[src/rtl/clksrc_pkg.sv]
package clksrc_pkg;
   localparam int unsigned N_STAT = 2;
   typedef enum int unsigned {
      ST_LOCK = 0,
      ST_OSC  = 1
   } stat_idx_e;
   typedef logic [N_STAT-1:0] stat_vec_t;
endpackage

[src/rtl/clksrc_status.sv]
module clksrc_status
   import clksrc_pkg::*;
(
   input  logic      clk,
   input  logic      rst_n,
   input  logic      filt_en_i,
   input  logic      pll_lock_i,
   input  logic      osc_ok_i,
   output logic      lock_q_o,
   output logic      oscq_q_o,
   output logic      oscq_d_o,
   output stat_vec_t chg_o
);
   logic lock_q, oscq_q, oscq_d;

   // qualification is void while the filter runs without a locked reference
   assign oscq_d = osc_ok_i & (~filt_en_i | pll_lock_i);

   always_ff @(posedge clk or negedge rst_n) begin
      if (!rst_n) begin
         lock_q <= 1'b0;
         oscq_q <= 1'b0;
      end else begin
         lock_q <= pll_lock_i;
         oscq_q <= oscq_d;
      end
   end

   always_comb begin
      chg_o          = '0;
      chg_o[ST_LOCK] = pll_lock_i ^ lock_q;
      chg_o[ST_OSC]  = oscq_d ^ oscq_q;
   end

   assign lock_q_o = lock_q;
   assign oscq_q_o = oscq_q;
   assign oscq_d_o = oscq_d;


   filt_gate_chk: assert property (@(posedge clk) disable iff (!rst_n)
      (filt_en_i && !pll_lock_i) |=> !oscq_q);
endmodule

[src/rtl/clksrc_select.sv]
module clksrc_select #(
   parameter logic SEL_RST = 1'b1
) (
   input  logic clk,
   input  logic rst_n,
   input  logic lock_q_i,
   input  logic oscq_q_i,
   input  logic oscq_d_i,
   input  logic wr_i,
   input  logic wdata_i,
   output logic sel_o
);
   logic sel_q, sel_d, grant;

   assign grant = lock_q_i & oscq_q_i;

   always_comb begin
      sel_d = sel_q;
      if (wr_i) begin
         if (wdata_i)    sel_d = 1'b1;
         else if (grant) sel_d = 1'b0;
      end
      if (!oscq_d_i) sel_d = 1'b1;
   end

   always_ff @(posedge clk or negedge rst_n) begin
      if (!rst_n) sel_q <= SEL_RST;
      else        sel_q <= sel_d;
   end

   assign sel_o = sel_q;


   fallback_chk: assert property (@(posedge clk) disable iff (!rst_n)
      (!sel_q && !oscq_d_i) |=> sel_q);

   sw_gate_chk: assert property (@(posedge clk) disable iff (!rst_n)
      (sel_q && !(lock_q_i && oscq_q_i)) |=> sel_q);
endmodule

[src/rtl/clksrc_flags.sv]
module clksrc_flags
   import clksrc_pkg::*;
#(
   parameter bit IRQ_REG = 1'b1
) (
   input  logic      clk,
   input  logic      rst_n,
   input  stat_vec_t set_i,
   input  logic      clr_i,
   input  stat_vec_t clr_mask_i,
   input  logic      ie_wr_i,
   input  stat_vec_t ie_wdata_i,
   output stat_vec_t flg_o,
   output stat_vec_t ie_o,
   output logic      irq_o
);
   stat_vec_t flg_q, ie_q;
   logic      irq_d;

   for (genvar i = 0; i < N_STAT; i++) begin : g_flag
      always_ff @(posedge clk or negedge rst_n) begin
         if (!rst_n)                          flg_q[i] <= 1'b0;
         else if (set_i[i])                   flg_q[i] <= 1'b1;
         else if (clr_i && clr_mask_i[i])     flg_q[i] <= 1'b0;
      end

      flag_set_chk: assert property (@(posedge clk) disable iff (!rst_n)
         set_i[i] |=> flg_q[i]);
   end

   always_ff @(posedge clk or negedge rst_n) begin
      if (!rst_n)       ie_q <= '0;
      else if (ie_wr_i) ie_q <= ie_wdata_i;
   end

   assign irq_d = |(flg_q & ie_q);

   if (IRQ_REG) begin : g_irq_reg
      logic irq_q;
      always_ff @(posedge clk or negedge rst_n) begin
         if (!rst_n) irq_q <= 1'b0;
         else        irq_q <= irq_d;
      end
      assign irq_o = irq_q;

      irq_follow_chk: assert property (@(posedge clk) disable iff (!rst_n)
         (|(flg_q & ie_q)) |=> irq_o);
   end else begin : g_irq_comb
      assign irq_o = irq_d;
   end

   assign flg_o = flg_q;
   assign ie_o  = ie_q;
endmodule

[src/rtl/clksrc_fallback_ctrl.sv]
module clksrc_fallback_ctrl
   import clksrc_pkg::*;
#(
   parameter int unsigned DIV_W        = 6,
   parameter int unsigned FALLBACK_DIV = 4,
   parameter logic        SEL_RST      = 1'b1,
   parameter bit          IRQ_REG      = 1'b1
) (
   input  logic             clk,
   input  logic             rst_n,
   input  logic             filt_en_i,
   input  logic             pll_lock_i,
   input  logic             osc_ok_i,
   input  logic [DIV_W-1:0] div_cfg_i,
   input  logic             sel_wr_i,
   input  logic             sel_wdata_i,
   input  logic             flg_clr_i,
   input  logic [1:0]       flg_wdata_i,
   input  logic             ie_wr_i,
   input  logic [1:0]       ie_wdata_i,
   output logic             sel_o,
   output logic [DIV_W-1:0] div_o,
   output logic             lock_o,
   output logic             oscq_o,
   output logic [1:0]       flags_o,
   output logic [1:0]       ie_o,
   output logic             irq_o
);
   localparam logic [DIV_W-1:0] FB_DIV = DIV_W'(FALLBACK_DIV);

   if (DIV_W < 2 || DIV_W > 16) begin : g_bad_w
      $error("DIV_W out of range");
   end
   if (FALLBACK_DIV == 0 || FALLBACK_DIV >= (1 << DIV_W)) begin : g_bad_fb
      $error("FALLBACK_DIV does not fit DIV_W");
   end
   if (N_STAT != 2) begin : g_bad_n
      $error("flag count must match port width");
   end

   logic      lock_q, oscq_q, oscq_d;
   stat_vec_t chg;

   clksrc_status u_status (
      .clk        (clk),
      .rst_n      (rst_n),
      .filt_en_i  (filt_en_i),
      .pll_lock_i (pll_lock_i),
      .osc_ok_i   (osc_ok_i),
      .lock_q_o   (lock_q),
      .oscq_q_o   (oscq_q),
      .oscq_d_o   (oscq_d),
      .chg_o      (chg)
   );

   clksrc_select #(.SEL_RST(SEL_RST)) u_select (
      .clk      (clk),
      .rst_n    (rst_n),
      .lock_q_i (lock_q),
      .oscq_q_i (oscq_q),
      .oscq_d_i (oscq_d),
      .wr_i     (sel_wr_i),
      .wdata_i  (sel_wdata_i),
      .sel_o    (sel_o)
   );

   clksrc_flags #(.IRQ_REG(IRQ_REG)) u_flags (
      .clk        (clk),
      .rst_n      (rst_n),
      .set_i      (chg),
      .clr_i      (flg_clr_i),
      .clr_mask_i (flg_wdata_i),
      .ie_wr_i    (ie_wr_i),
      .ie_wdata_i (ie_wdata_i),
      .flg_o      (flags_o),
      .ie_o       (ie_o),
      .irq_o      (irq_o)
   );

   assign div_o  = lock_q ? div_cfg_i : FB_DIV;
   assign lock_o = lock_q;
   assign oscq_o = oscq_q;


   div_fallback_chk: assert property (@(posedge clk) disable iff (!rst_n)
      (!pll_lock_i) |=> (div_o == FB_DIV));
endmodule

[config.mk]
export PLATFORM = sky130hd
export DESIGN_NAME = clksrc_fallback_ctrl
export DESIGN_NICKNAME = d
export VERILOG_FILES = /design/src/rtl/clksrc_pkg.sv /design/src/rtl/clksrc_status.sv /design/src/rtl/clksrc_select.sv /design/src/rtl/clksrc_flags.sv /design/src/rtl/clksrc_fallback_ctrl.sv
export SDC_FILE = /design/constraint.sdc
export NUM_CORES = 1
export LEC_CHECK = 0
export ABC_AREA = 1
export BUFFER_PORTS_ARGS = -buffer_cell sky130_fd_sc_hd__buf_4
export CAP_MARGIN = 25
export CORE_AREA = 3 3 40 42
export CTS_CLUSTER_DIAMETER = 100
export DETAILED_ROUTE_END_ITERATION = 16
export DIE_AREA = 0 0 43 45
export GPL_TIMING_DRIVEN = 0
export MAX_ROUTING_LAYER = met4
export PLACE_DENSITY = 0.69
export SYNTH_ARGS = -nofsm -noshare
export SYNTH_HDL_FRONTEND = slang
export SYNTH_HIERARCHICAL = 1
export SYNTH_SLANG_ARGS = --single-unit
[constraint.sdc]
create_clock -name clk -period 0.95 [get_ports clk]
set_input_delay 0.095 -clock clk [delete_from_list [all_inputs] [get_ports clk]]
set_output_delay 0.095 -clock clk [all_outputs]
set_load 0.02 [all_outputs]
# After elaboration in Yosys (flattened, before gate mapping)
# Index checks and enable logic that the tools add are counted.
# word_totals
register_bits,8
input_bits,19
word_cells,31
# op_classes
n_eq_ne,2
n_mux,9
bitwise,7
reduce_logical,6
# op_table
cell,count
$mux 1,8
$mux 6,1
$reduce_bool 2->1,2
$ne 3x3->1 const B,1
$and 1x1->1,2
$and 2x2->2,1
$logic_and 1x1->1,2
$ne 2x2->1 const B,1
$reduce_and 2->1,1
$reduce_or 2->1,1
$xor 1x1->1,2
$not 1->1,1
$or 1x1->1,1

# Longest topological paths before layout
# Gate-level depths: netlist of run 1.
# logic_depth
ltp_word,5
ltp_mapped,7

# By module
# Netlist of run 1, hierarchy kept.
# modules_own_cells
mod,n_inst,cells_each,area_each_um2,seq_area_each_um2
clksrc_flags,1,22,191.4,125.1
clksrc_status,1,11,95.1,50.0
clksrc_select,1,6,47.5,26.3
clksrc_fallback_ctrl,1,12,45.0,0.0

# Least setup slack after synthesis of run 1
# No wires, ideal clock.
# synth_timing
path_kind,register -> register
from,"reg u_status.lock_q, in the netlist u_status/lock_q_o"
to,"reg u_flags.flg_q[0], in the netlist u_flags/flg_o[0]"
arrival_time_ns,0.799
t_required_ns,0.833
path_slack_ns,0.034
path_stages_with_launch,4
path_buffers,0
synth_period_minus_slack_ns,0.916
cell_sequence,dfrtp_1 xor2_1 inv_1 nand2_1
# synth_between
elab_chain_len,2
word_cells_on_any_way,3
cone_classes,mux: 1; bitwise: 1; reduce/logical: 1
# synth_rtl
element,line_no,source
from (decl),clksrc_status.sv:14,"logic lock_q, oscq_q, oscq_d;"
from (signal assigned),clksrc_status.sv:24,lock_q <= pll_lock_i;
$xor 1x1->1 *,clksrc_status.sv:31,chg_o[ST_LOCK] = pll_lock_i ^ lock_q;
named net chg[0],clksrc_fallback_ctrl.sv:42,stat_vec_t chg;
$mux 1 / $reduce_bool 2->1 (equally long branches),-,
"to (signal, indexed assignment)",clksrc_flags.sv:22,if (!rst_n) flg_q[i] <= 1'b0;
"to (signal, indexed assignment)",clksrc_flags.sv:23,else if (set_i[i]) flg_q[i] <= 1'b1;
"to (signal, indexed assignment)",clksrc_flags.sv:24,else if (clr_i && clr_mask_i[i]) flg_q[i] <= 1'b0;
to (decl),clksrc_flags.sv:17,"stat_vec_t flg_q, ie_q;"
# The timed path passes the listed nets; every way through them passes the cells marked *.
# A chain may end at the register's enable or synchronous reset.

# Worst setup path after layout of run 1
# layout_timing
from,"reg u_status.lock_q, in the netlist u_status/lock_q_o"
to,out lock_o
# layout_rtl
element,line_no,source
to (decl),clksrc_fallback_ctrl.sv:23,"output logic lock_o,"
# No word-level cell between the ends.

==> out/results.tsv, run 1 <==
metric	value	unit
Yosys top cell by area	dfrtp_1	
Netlist cell types	9	
maximum VDD drop	0.00119	V
Routed Antenna Nets	0	
GP Congestion	0.735	
number of H-tree levels	1	
Fmax	0.917	GHz
share of layout cells above drive strength 1	0.495	
All-Layer GR Usage	0.127	
WHS Endpoint	u_flags/ie_o[0]	
Hold Path Origin	ie_wr_i	
DRC	0	
outcome	finished with violations	
CTS Buffer Depth	2	
Critical Path Start Type	flop	
Arr. time, crit path	1000	ps
Synth Register Bits	8	
largest net degree at the start of global routing	10	
dominant synthesized flop cell	dfrtp_1	
Pwr per Cell Area	1280	nW/um2
top-count cell post-synth	nand2_1	
Reg-to-Reg Start	u_status/lock_q_o	
Worst R2R End	u_flags/flg_o[0]	
CTS tree	done	
Clock Latency Late Sink	250	ps
syn nets	70	
Hold WS	50.3	ps
placed standard-cell area	638	um2
Yosys warnings	6	
failing checks	negative setup slack	
CP Class	reg -> out	
slew margin rel.	0.923	
mapped cell area	379	um2
port bufs	32	
Static Leak	0.447	nW
wire length on met1	353	um
crit end category	primary output	
Mapped Cells	51	
synth top area cells	dfrtp_1 (46%), nand2_1 (21%), inv_1 (14%)	
unrepaired setup endpoints after global routing	yes	
fin. max-slew vios	0	
Die Y	45	um
fin crit share	1.15	
CTS Buf Count	3	
largest family of logic cells by synthesized area	simple AND/OR/NAND/NOR gates	
vias	423	
Worst path max stage delay	440	ps
first-pass GRT wire length	1.77	mm
drt wl/cell	10.1	um
Die X	43	um
depth of the most critical reg-to-reg path	5	
# IOs	33	
nets@finish	111	
Core Footprint	1280	um2
sequential share of the synthesized area	0.531	
clk_skew	15.7	ps
worst slew pin tran	115	ps
share of cell area taken by muxes after synthesis	0	
global route overflow	0	
initial core utilization	0.295	
Met3 Routed Length	36	um
Pre-antenna DRT Iters	4	
hold path depth	2	
async set-reset flop share out of synthesis	1.00	
# rows	13	
setup ws final	-140	ps
Root Buffer	clkbuf_4	
vias in the first global route	424	
clock transition at the registers of the reported paths	60	ps
clock sink count	8	
Syn Area/Cell	7.43	um2
crit path max-delay cell type	dfrtp_2	
initial antenna violation count	0	
Max Cap Viol	0	
vias per cell	3.99	
XOR/XNOR Fraction of Synth Area	0.0231	
Worst Path Buf+Inv	2	
CP required	850	ps
area grow syn2layout	96.7	%
final setup vio count	9	
flop2flop setup slack	-60	ps
number of synthesized flops with an enable pin	0	
Fin. Hold Viols	0	
DR top layer	met3	
Synth top cells by count	nand2_1 (21), inv_1 (14), dfrtp_1 (7)	
adder-cell area share of the yosys netlist	0	
Compound-Gate Fraction of Synth Area	0.0396	
post-synth top area share	0.462	
crit-path cells	buf_6 -> buf_4	
met2 WL post-DR	682	um
HPWL Detailed	819	um
die area	1940	um2
Max FO, Critical Path	6	
post-synthesis simple-gate area fraction	0.267	
drt initial violations	3	
CP top delay family	flip-flops	
final worst path period need	1090	ps
drt total wl	1.07	mm
Antenna Cells	0	
worst min-delay path category	in -> reg	
fin area	746	um2
## repair_timing
action | 4_1_cts | 5_1_grt
pin swaps | 0 | 5
hold buffers | 2 | 0
endpoints found under the setup margin | 8 | 9
setup buffers | 1 | 1
resized for setup | 7 | 9
endpoints found under the hold margin | 9 | 0
## through the flow
stage / power (mW) / setup slack [ps] / util / instances / setup TNS (ps)
2_1_floorplan: 0.506 / 34.2 / - / 51 / 0
5_1_grt: 1.02 / -178 / 0.580 / 106 / -1210
6_report: 0.953 / -140 / 0.580 / 106 / -804
3_3_place_gp: 0.650 / 77.4 / 0.497 / 98 / 0
4_1_cts: 0.943 / -120 / 0.557 / 105 / -657
3_5_place_dp: 0.653 / 73.4 / 0.497 / 98 / 0
## routing by layer
layer,up-vias,global-route usage
met1,193,0.124
met3,0,0.0359
met2,8,0.246
met5,-,-
met4,0,0.0361
li1,222,-
## cells by family after synthesis
kind of cell | Yosys count
AO/OA/AOI/OAI | 3
AND/OR/NAND/NOR | 25
flip-flops | 8
XOR/XNOR | 1
buffers and inverters | 14
## worst max-delay path by stage
stage / from / to / slack [ps] / cells past startpoint
after floorplan: u_status/lock_q_o / u_flags/flg_o[0] / 30 / 3
after global placement: u_status/lock_q_o / u_flags/flg_o[0] / 80 / 3
after detailed placement: u_status/lock_q_o / u_flags/flg_o[0] / 70 / 3
after CTS: u_status/lock_q_o / div_o[5] / -120 / 3
after global routing: u_status/lock_q_o / div_o[2] / -180 / 3
final: u_status/lock_q_o / lock_o / -140 / 2
## layout by cell type, fill, tap and decap left out
cell type / Yosys / layout
nand2_2: 2 / 2
o21ai_1: 2 / 2
nand2_1: 21 / 20
nand3_1: 2 / 2
dfrtp_1: 7 / 6
dfstp_2: 1 / 1
dlygate4sd3_1: 0 / 2
xor2_2: 0 / 1
inv_2: 0 / 2
inv_1: 14 / 12
a21oi_1: 1 / 1
buf_4: 0 / 26
clkbuf_4: 0 / 3
clkbuf_1: 0 / 1
nand2_4: 0 / 1
buf_6: 0 / 8
dfrtp_2: 0 / 1
## cell type report
| cell class | count | area [um2] |
|---|---|---|
| Tap cell | 15 | 18.8 |
| Inverter | 14 | 52.6 |
| Sequential cell | 8 | 203 |
| Multi-Input combinational cell | 29 | 140 |
| Clock buffer | 4 | 26.3 |
| Fill cell | 129 | 539 |
| Timing Repair Buffer | 36 | 305 |
## registers in the layout, indices dropped and copies added (netlist names)
name / cells
u_flags/irq_o: 1
u_flags/flg_o: 2
u_select/sel_o: 1
u_status/lock_q_o: 1
u_flags/ie_o: 2
u_status/oscq_q_o: 1
## power by group
part	total [mW]	switching, mW	internal (mW)
Combinational	0.286	0.138	0.149
Sequential	0.395	0.0224	0.372
Clock	0.272	0.111	0.160
Total	0.953	0.271	0.681
Note: power is estimated with default switching activity, not from simulation.
==> run 2, diff against run 1 <==
--- a/config.mk
+++ b/config.mk
@@ -8,13 +8,16 @@
 export ABC_AREA = 1
 export BUFFER_PORTS_ARGS = -buffer_cell sky130_fd_sc_hd__buf_4
 export CAP_MARGIN = 25
-export CORE_AREA = 3 3 40 42
+export CELL_PAD_IN_SITES_DETAIL_PLACEMENT = 0
+export CELL_PAD_IN_SITES_GLOBAL_PLACEMENT = 1
+export CORE_ASPECT_RATIO = 1.25
+export CORE_MARGIN = 3
+export CORE_UTILIZATION = 22
 export CTS_CLUSTER_DIAMETER = 100
 export DETAILED_ROUTE_END_ITERATION = 16
-export DIE_AREA = 0 0 43 45
 export GPL_TIMING_DRIVEN = 0
 export MAX_ROUTING_LAYER = met4
-export PLACE_DENSITY = 0.69
+export PLACE_DENSITY = 0.8
 export SYNTH_ARGS = -nofsm -noshare
 export SYNTH_HDL_FRONTEND = slang
 export SYNTH_HIERARCHICAL = 1
==> out/results.tsv, run 2 (synthesized netlist as in run 1, its figures left out) <==
metric	value	unit	change
Fmax	0.968	GHz	was 0.917 GHz
Routed Antenna Nets	0		unchanged
CTS tree	done		unchanged
crit end category	primary output		unchanged
Pwr per Cell Area	1270	nW/um2	was 1280 nW/um2
Max Cap Viol	0		unchanged
nets@finish	112		was 111
vias	435		was 423
fin crit share	1.09		was 1.15
Final Util	0.465		was 0.580
final worst path period need	1030	ps	was 1090 ps
GP Congestion	0.643		was 0.735
FILL cells	158		was 129
drt initial violations	2		was 3
worst min-delay path category	in -> reg		unchanged
HPWL Detailed	822	um	was 819 um
Worst R2R End	u_flags/flg_o[0]		unchanged
initial core utilization	0.237		was 0.295
Hold WS	39.1	ps	was 50.3 ps
CP Class	reg -> out		unchanged
slew margin rel.	0.901		was 0.923
Die Y	52.4	um	was 45 um
die area	2260	um2	was 1940 um2
initial antenna violation count	0		unchanged
share of layout cells above drive strength 1	0.489		was 0.495
drt total wl	981	um	was 1.07 mm
Clock Latency Late Sink	240	ps	was 250 ps
clk_skew	5.39	ps	was 15.7 ps
maximum VDD drop	0.000743	V	was 0.00119 V
global route overflow	0		unchanged
setup ws final	-83.3	ps	was -140 ps
Antenna Cells	0		unchanged
vias per cell	3.95		was 3.99
CTS Buf Count	3		unchanged
setup tns final	-517	ps	was -804 ps
drt wl/cell	8.92	um	was 10.1 um
Pre-antenna DRT Iters	2		was 4
Max FO, Critical Path	8		was 6
fin. max-slew vios	0		unchanged
All-Layer GR Usage	0.102		was 0.127
port bufs	32		unchanged
commonest non-fill, non-tap cell in the layout	buf_4		unchanged
Core Footprint	1600	um2	was 1280 um2
Static Leak	0.447	nW	about the same
Fin. Hold Viols	0		unchanged
# IOs	33		unchanged
clock transition at the registers of the reported paths	50	ps	was 60 ps
number of H-tree levels	1		unchanged
flop2flop setup slack	-10	ps	was -60 ps
worst slew pin tran	149	ps	was 115 ps
area grow syn2layout	96.4	%	was 96.7%
clock sink count	8		unchanged
failing checks	negative setup slack		unchanged
largest net degree at the start of global routing	9		was 10
Critical Path Start Type	flop		unchanged
outcome	finished with violations		unchanged
DRC	0		unchanged
Placed Cells	101		was 98
most frequent cells in the layout	buf_4 (27), nand2_1 (20), inv_1 (12)		was buf_4 (26), nand2_1 (20), inv_1 (12)
Root Buffer	clkbuf_4		unchanged
final setup vio count	9		unchanged
# rows	16		was 13
fin cells	110		was 106
CTS Buffer Depth	2		unchanged
Die X	43.1	um	was 43 um
Reg-to-Reg Start	u_status/lock_q_o		unchanged
CP required	850	ps	about the same
Final Power	0.947	mW	was 0.953 mW
first-pass GRT wire length	1.68	mm	was 1.77 mm
depth of the most critical reg-to-reg path	4		was 5
Setup crit start	u_status/lock_q_o		unchanged
crit path to	div_o[3]		was lock_o
Arr. time, crit path	940	ps	was 1000 ps
unrepaired setup endpoints after global routing	yes		unchanged
vias in the first global route	431		was 424
run 2: changes by cell type in the layout (fill, tap and decap cells not counted):
cell and delta:
nand2_2 +1, buf_4 +1, xor2_1 +1, xor2_2 -1, nand2_4 -1
run 2: worst max-delay path: stages (launching register included):
cell and delay [ps]:
dfrtp_2 450, nand2_1 70, inv_1 50, buf_6 120
run 2: how the worst min path moves through the flow:
| stage | cells after the start | to | startpoint |
|---|---|---|---|
| global placement | 1 | u_flags/flg_o[1] | rst_n |
| floorplan | 0 | u_flags/flg_o[0] | rst_n |
| CTS | 2 | u_flags/ie_o[0] | ie_wr_i |
| global route | 2 | u_flags/ie_o[0] | ie_wr_i |
| finish | 2 | u_flags/ie_o[0] | ie_wr_i |
| detailed placement | 1 | u_status/lock_q_o | rst_n |
run 2: power breakdown:
part           total (mW)  leakage (nW)  internal [mW]  switching (mW)
clock network       0.264        0.0150          0.160           0.104
registers           0.397        0.0897          0.372          0.0245
logic               0.286         0.342          0.153           0.133
total               0.947         0.447          0.685           0.262
run 2: final cells by class:
cell class | count | area, um2 | share of cell area
timing repair buffer | 37 | 313 | 0.420
sequential | 8 | 203 | 0.272
multi-input combinational | 29 | 128 | 0.171
inverter | 14 | 52.6 | 0.0706
clock buffer | 4 | 26.3 | 0.0353
tap | 18 | 22.5 | 0.0303
run 2: through the flow:
step	area [um2]	worst slack, ps
CTS	723	-99.2
finish	744	-83.3
global route	744	-149
global placement	642	67.1
floorplan	379	34.2
detailed placement	642	59.7
run 2: repair_timing:
item                                   in CTS  in global routing
endpoints found under the hold margin       9                  0
setup endpoints to repair                   8                 12
gates cloned                                0                  0
gates resized for setup                     8                  4
buffers inserted                            1                  2
hold buffers                                2                  0
pin swaps                                   4                  3
run 2: routing by layer:
metal | track usage | wire, um
met1 | 0.0960 | 330
met2 | 0.192 | 511
met3 | 0.0241 | 139
met4 | 0.0452 | 0
met5 | - | 0
==> run 3, diff against run 2 <==
--- a/config.mk
+++ b/config.mk
@@ -17,7 +17,8 @@
 export DETAILED_ROUTE_END_ITERATION = 16
 export GPL_TIMING_DRIVEN = 0
 export MAX_ROUTING_LAYER = met4
-export PLACE_DENSITY = 0.8
+export PLACE_DENSITY = 0.74
+export SKIP_CTS_REPAIR_TIMING = 1
 export SYNTH_ARGS = -nofsm -noshare
 export SYNTH_HDL_FRONTEND = slang
 export SYNTH_HIERARCHICAL = 1
==> out/results.tsv, run 3 (synthesized netlist as in run 1, its figures left out) <==
metric	value	unit	change
Fmax	0.926	GHz	was 0.968 GHz
FILL cells	182		was 158
crit-path cells	buf_6 -> nand2_2 -> buf_6		was nand2_1 -> inv_1 -> buf_6
crit end category	primary output		unchanged
clock transition at the registers of the reported paths	50	ps	about the same
# rows	16		unchanged
Max FO, Critical Path	6		was 8
placed standard-cell area	642	um2	unchanged
maximum VDD drop	0.000697	V	was 0.000743 V
drt initial violations	1		was 2
clock sink count	8		unchanged
worst min-delay path category	in -> reg		unchanged
Max Cap Viol	0		unchanged
Worst path max stage delay	440	ps	was 450 ps
All-Layer GR Usage	0.0832		was 0.102
most frequent cells in the layout	buf_4 (30), nand2_1 (20), inv_1 (14)		was buf_4 (27), nand2_1 (20), inv_1 (12)
DRC	0		unchanged
fin crit share	1.14		was 1.09
largest net degree at the start of global routing	10		was 9
die area	2260	um2	unchanged
CP top delay family	flip-flops		unchanged
Core Footprint	1600	um2	unchanged
Static Leak	0.453	nW	was 0.447 nW
fin area	744	um2	unchanged
Pre-antenna DRT Iters	2		unchanged
Arr. time, crit path	980	ps	was 940 ps
Routed Antenna Nets	0		unchanged
CP required	850	ps	about the same
setup tns final	-738	ps	was -517 ps
port bufs	32		unchanged
commonest non-fill, non-tap cell in the layout	buf_4		unchanged
worst slew pin tran	119	ps	was 149 ps
initial antenna violation count	0		unchanged
share of layout cells above drive strength 1	0.473		was 0.489
vias in the first global route	322		was 431
Worst Path Buf+Inv	2		unchanged
drt wl/cell	8.84	um	was 8.92 um
drt total wl	981	um	unchanged
slew margin rel.	0.921		was 0.901
GP Congestion	0.673		was 0.643
Clock Latency Late Sink	250	ps	was 240 ps
global route overflow	0		unchanged
# IOs	33		unchanged
initial core utilization	0.237		unchanged
vias	436		was 435
Fin. Hold Viols	0		unchanged
fin. max-slew vios	0		unchanged
clk_skew	1.05	ps	was 5.39 ps
CTS Buffer Depth	2		unchanged
unrepaired setup endpoints after global routing	yes		unchanged
setup ws final	-129	ps	was -83.3 ps
first-pass GRT wire length	1.35	mm	was 1.68 mm
final setup vio count	9		unchanged
number of H-tree levels	1		unchanged
crit path max-delay cell type	dfrtp_2		unchanged
Die Y	52.4	um	unchanged
CTS Buf Count	3		unchanged
outcome	finished with violations		unchanged
CTS tree	done		unchanged
CP Class	reg -> out		unchanged
nets@finish	113		was 112
final worst path period need	1080	ps	was 1030 ps
Antenna Cells	0		unchanged
area grow syn2layout	96.4	%	unchanged
Die X	43.1	um	unchanged
vias per cell	3.93		was 3.95
Critical Path Start Type	flop		unchanged
failing checks	negative setup slack		unchanged
Root Buffer	clkbuf_4		unchanged
Pwr per Cell Area	1280	nW/um2	was 1270 nW/um2
cell mode on critical path	buf_6		
HPWL Detailed	793	um	was 822 um
## run 3: cell count changes in the layout (fill, tap and decap cells not counted)
cell | before | now
buf_6 | 8 | 6
buf_4 | 27 | 30
inv_1 | 12 | 14
inv_2 | 2 | 0
## run 3: layout make-up
class / count / area, um2 / share of cell area
clock buffers: 4 / 26.3 / 0.0353
inverters: 14 / 52.6 / 0.0706
multi-input cells: 29 / 128 / 0.171
flip-flops and latches: 8 / 203 / 0.272
well taps: 18 / 22.5 / 0.0303
repair buffers: 38 / 313 / 0.420
## run 3: stage by stage
step	hold WS, ps	worst slack [ps]	total power, mW	utilization	cells
final	40.3	-129	0.951	0.465	111
after CTS	-352	-191	0.935	0.417	105
after floorplan	-201	34.2	0.506	-	51
after global placement	-82.4	62.2	0.653	0.401	101
after detailed placement	-80.9	63.3	0.655	0.401	101
after global routing	35.0	-180	1.01	0.465	111
## run 3: power breakdown
part           internal, mW  switching, mW
sequential            0.372         0.0221
combinational         0.150          0.133
clock                 0.161          0.113
total                 0.682          0.268
## run 3: path summary, 6_finish.rpt
| kind | startpoint | end | slack (ps) | cells past startpoint |
|---|---|---|---|---|
| worst max-delay path | u_status/lock_q_o | div_o[2] | -130 | 3 |
| min in group asynchronous | rst_n | u_flags/ie_o[1] | 210 | 2 |
| worst min register to register | u_select/sel_o | u_select/sel_o | 470 | 2 |
| worst min-delay path | ie_wr_i | u_flags/ie_o[1] | 40 | 2 |
| worst max register to register | u_status/lock_q_o | u_flags/flg_o[0] | -90 | 5 |
| max in group asynchronous | rst_n | u_select/sel_o | 530 | 2 |
## run 3: per-layer routing
layer / up-vias / wire (um) / global-route usage
met5: - / 0 / -
met4: 0 / 0 / 0.0603
met3: 0 / 45 / 0.0206
met2: 9 / 599 / 0.140
met1: 198 / 337 / 0.0821
li1: 229 / - / -
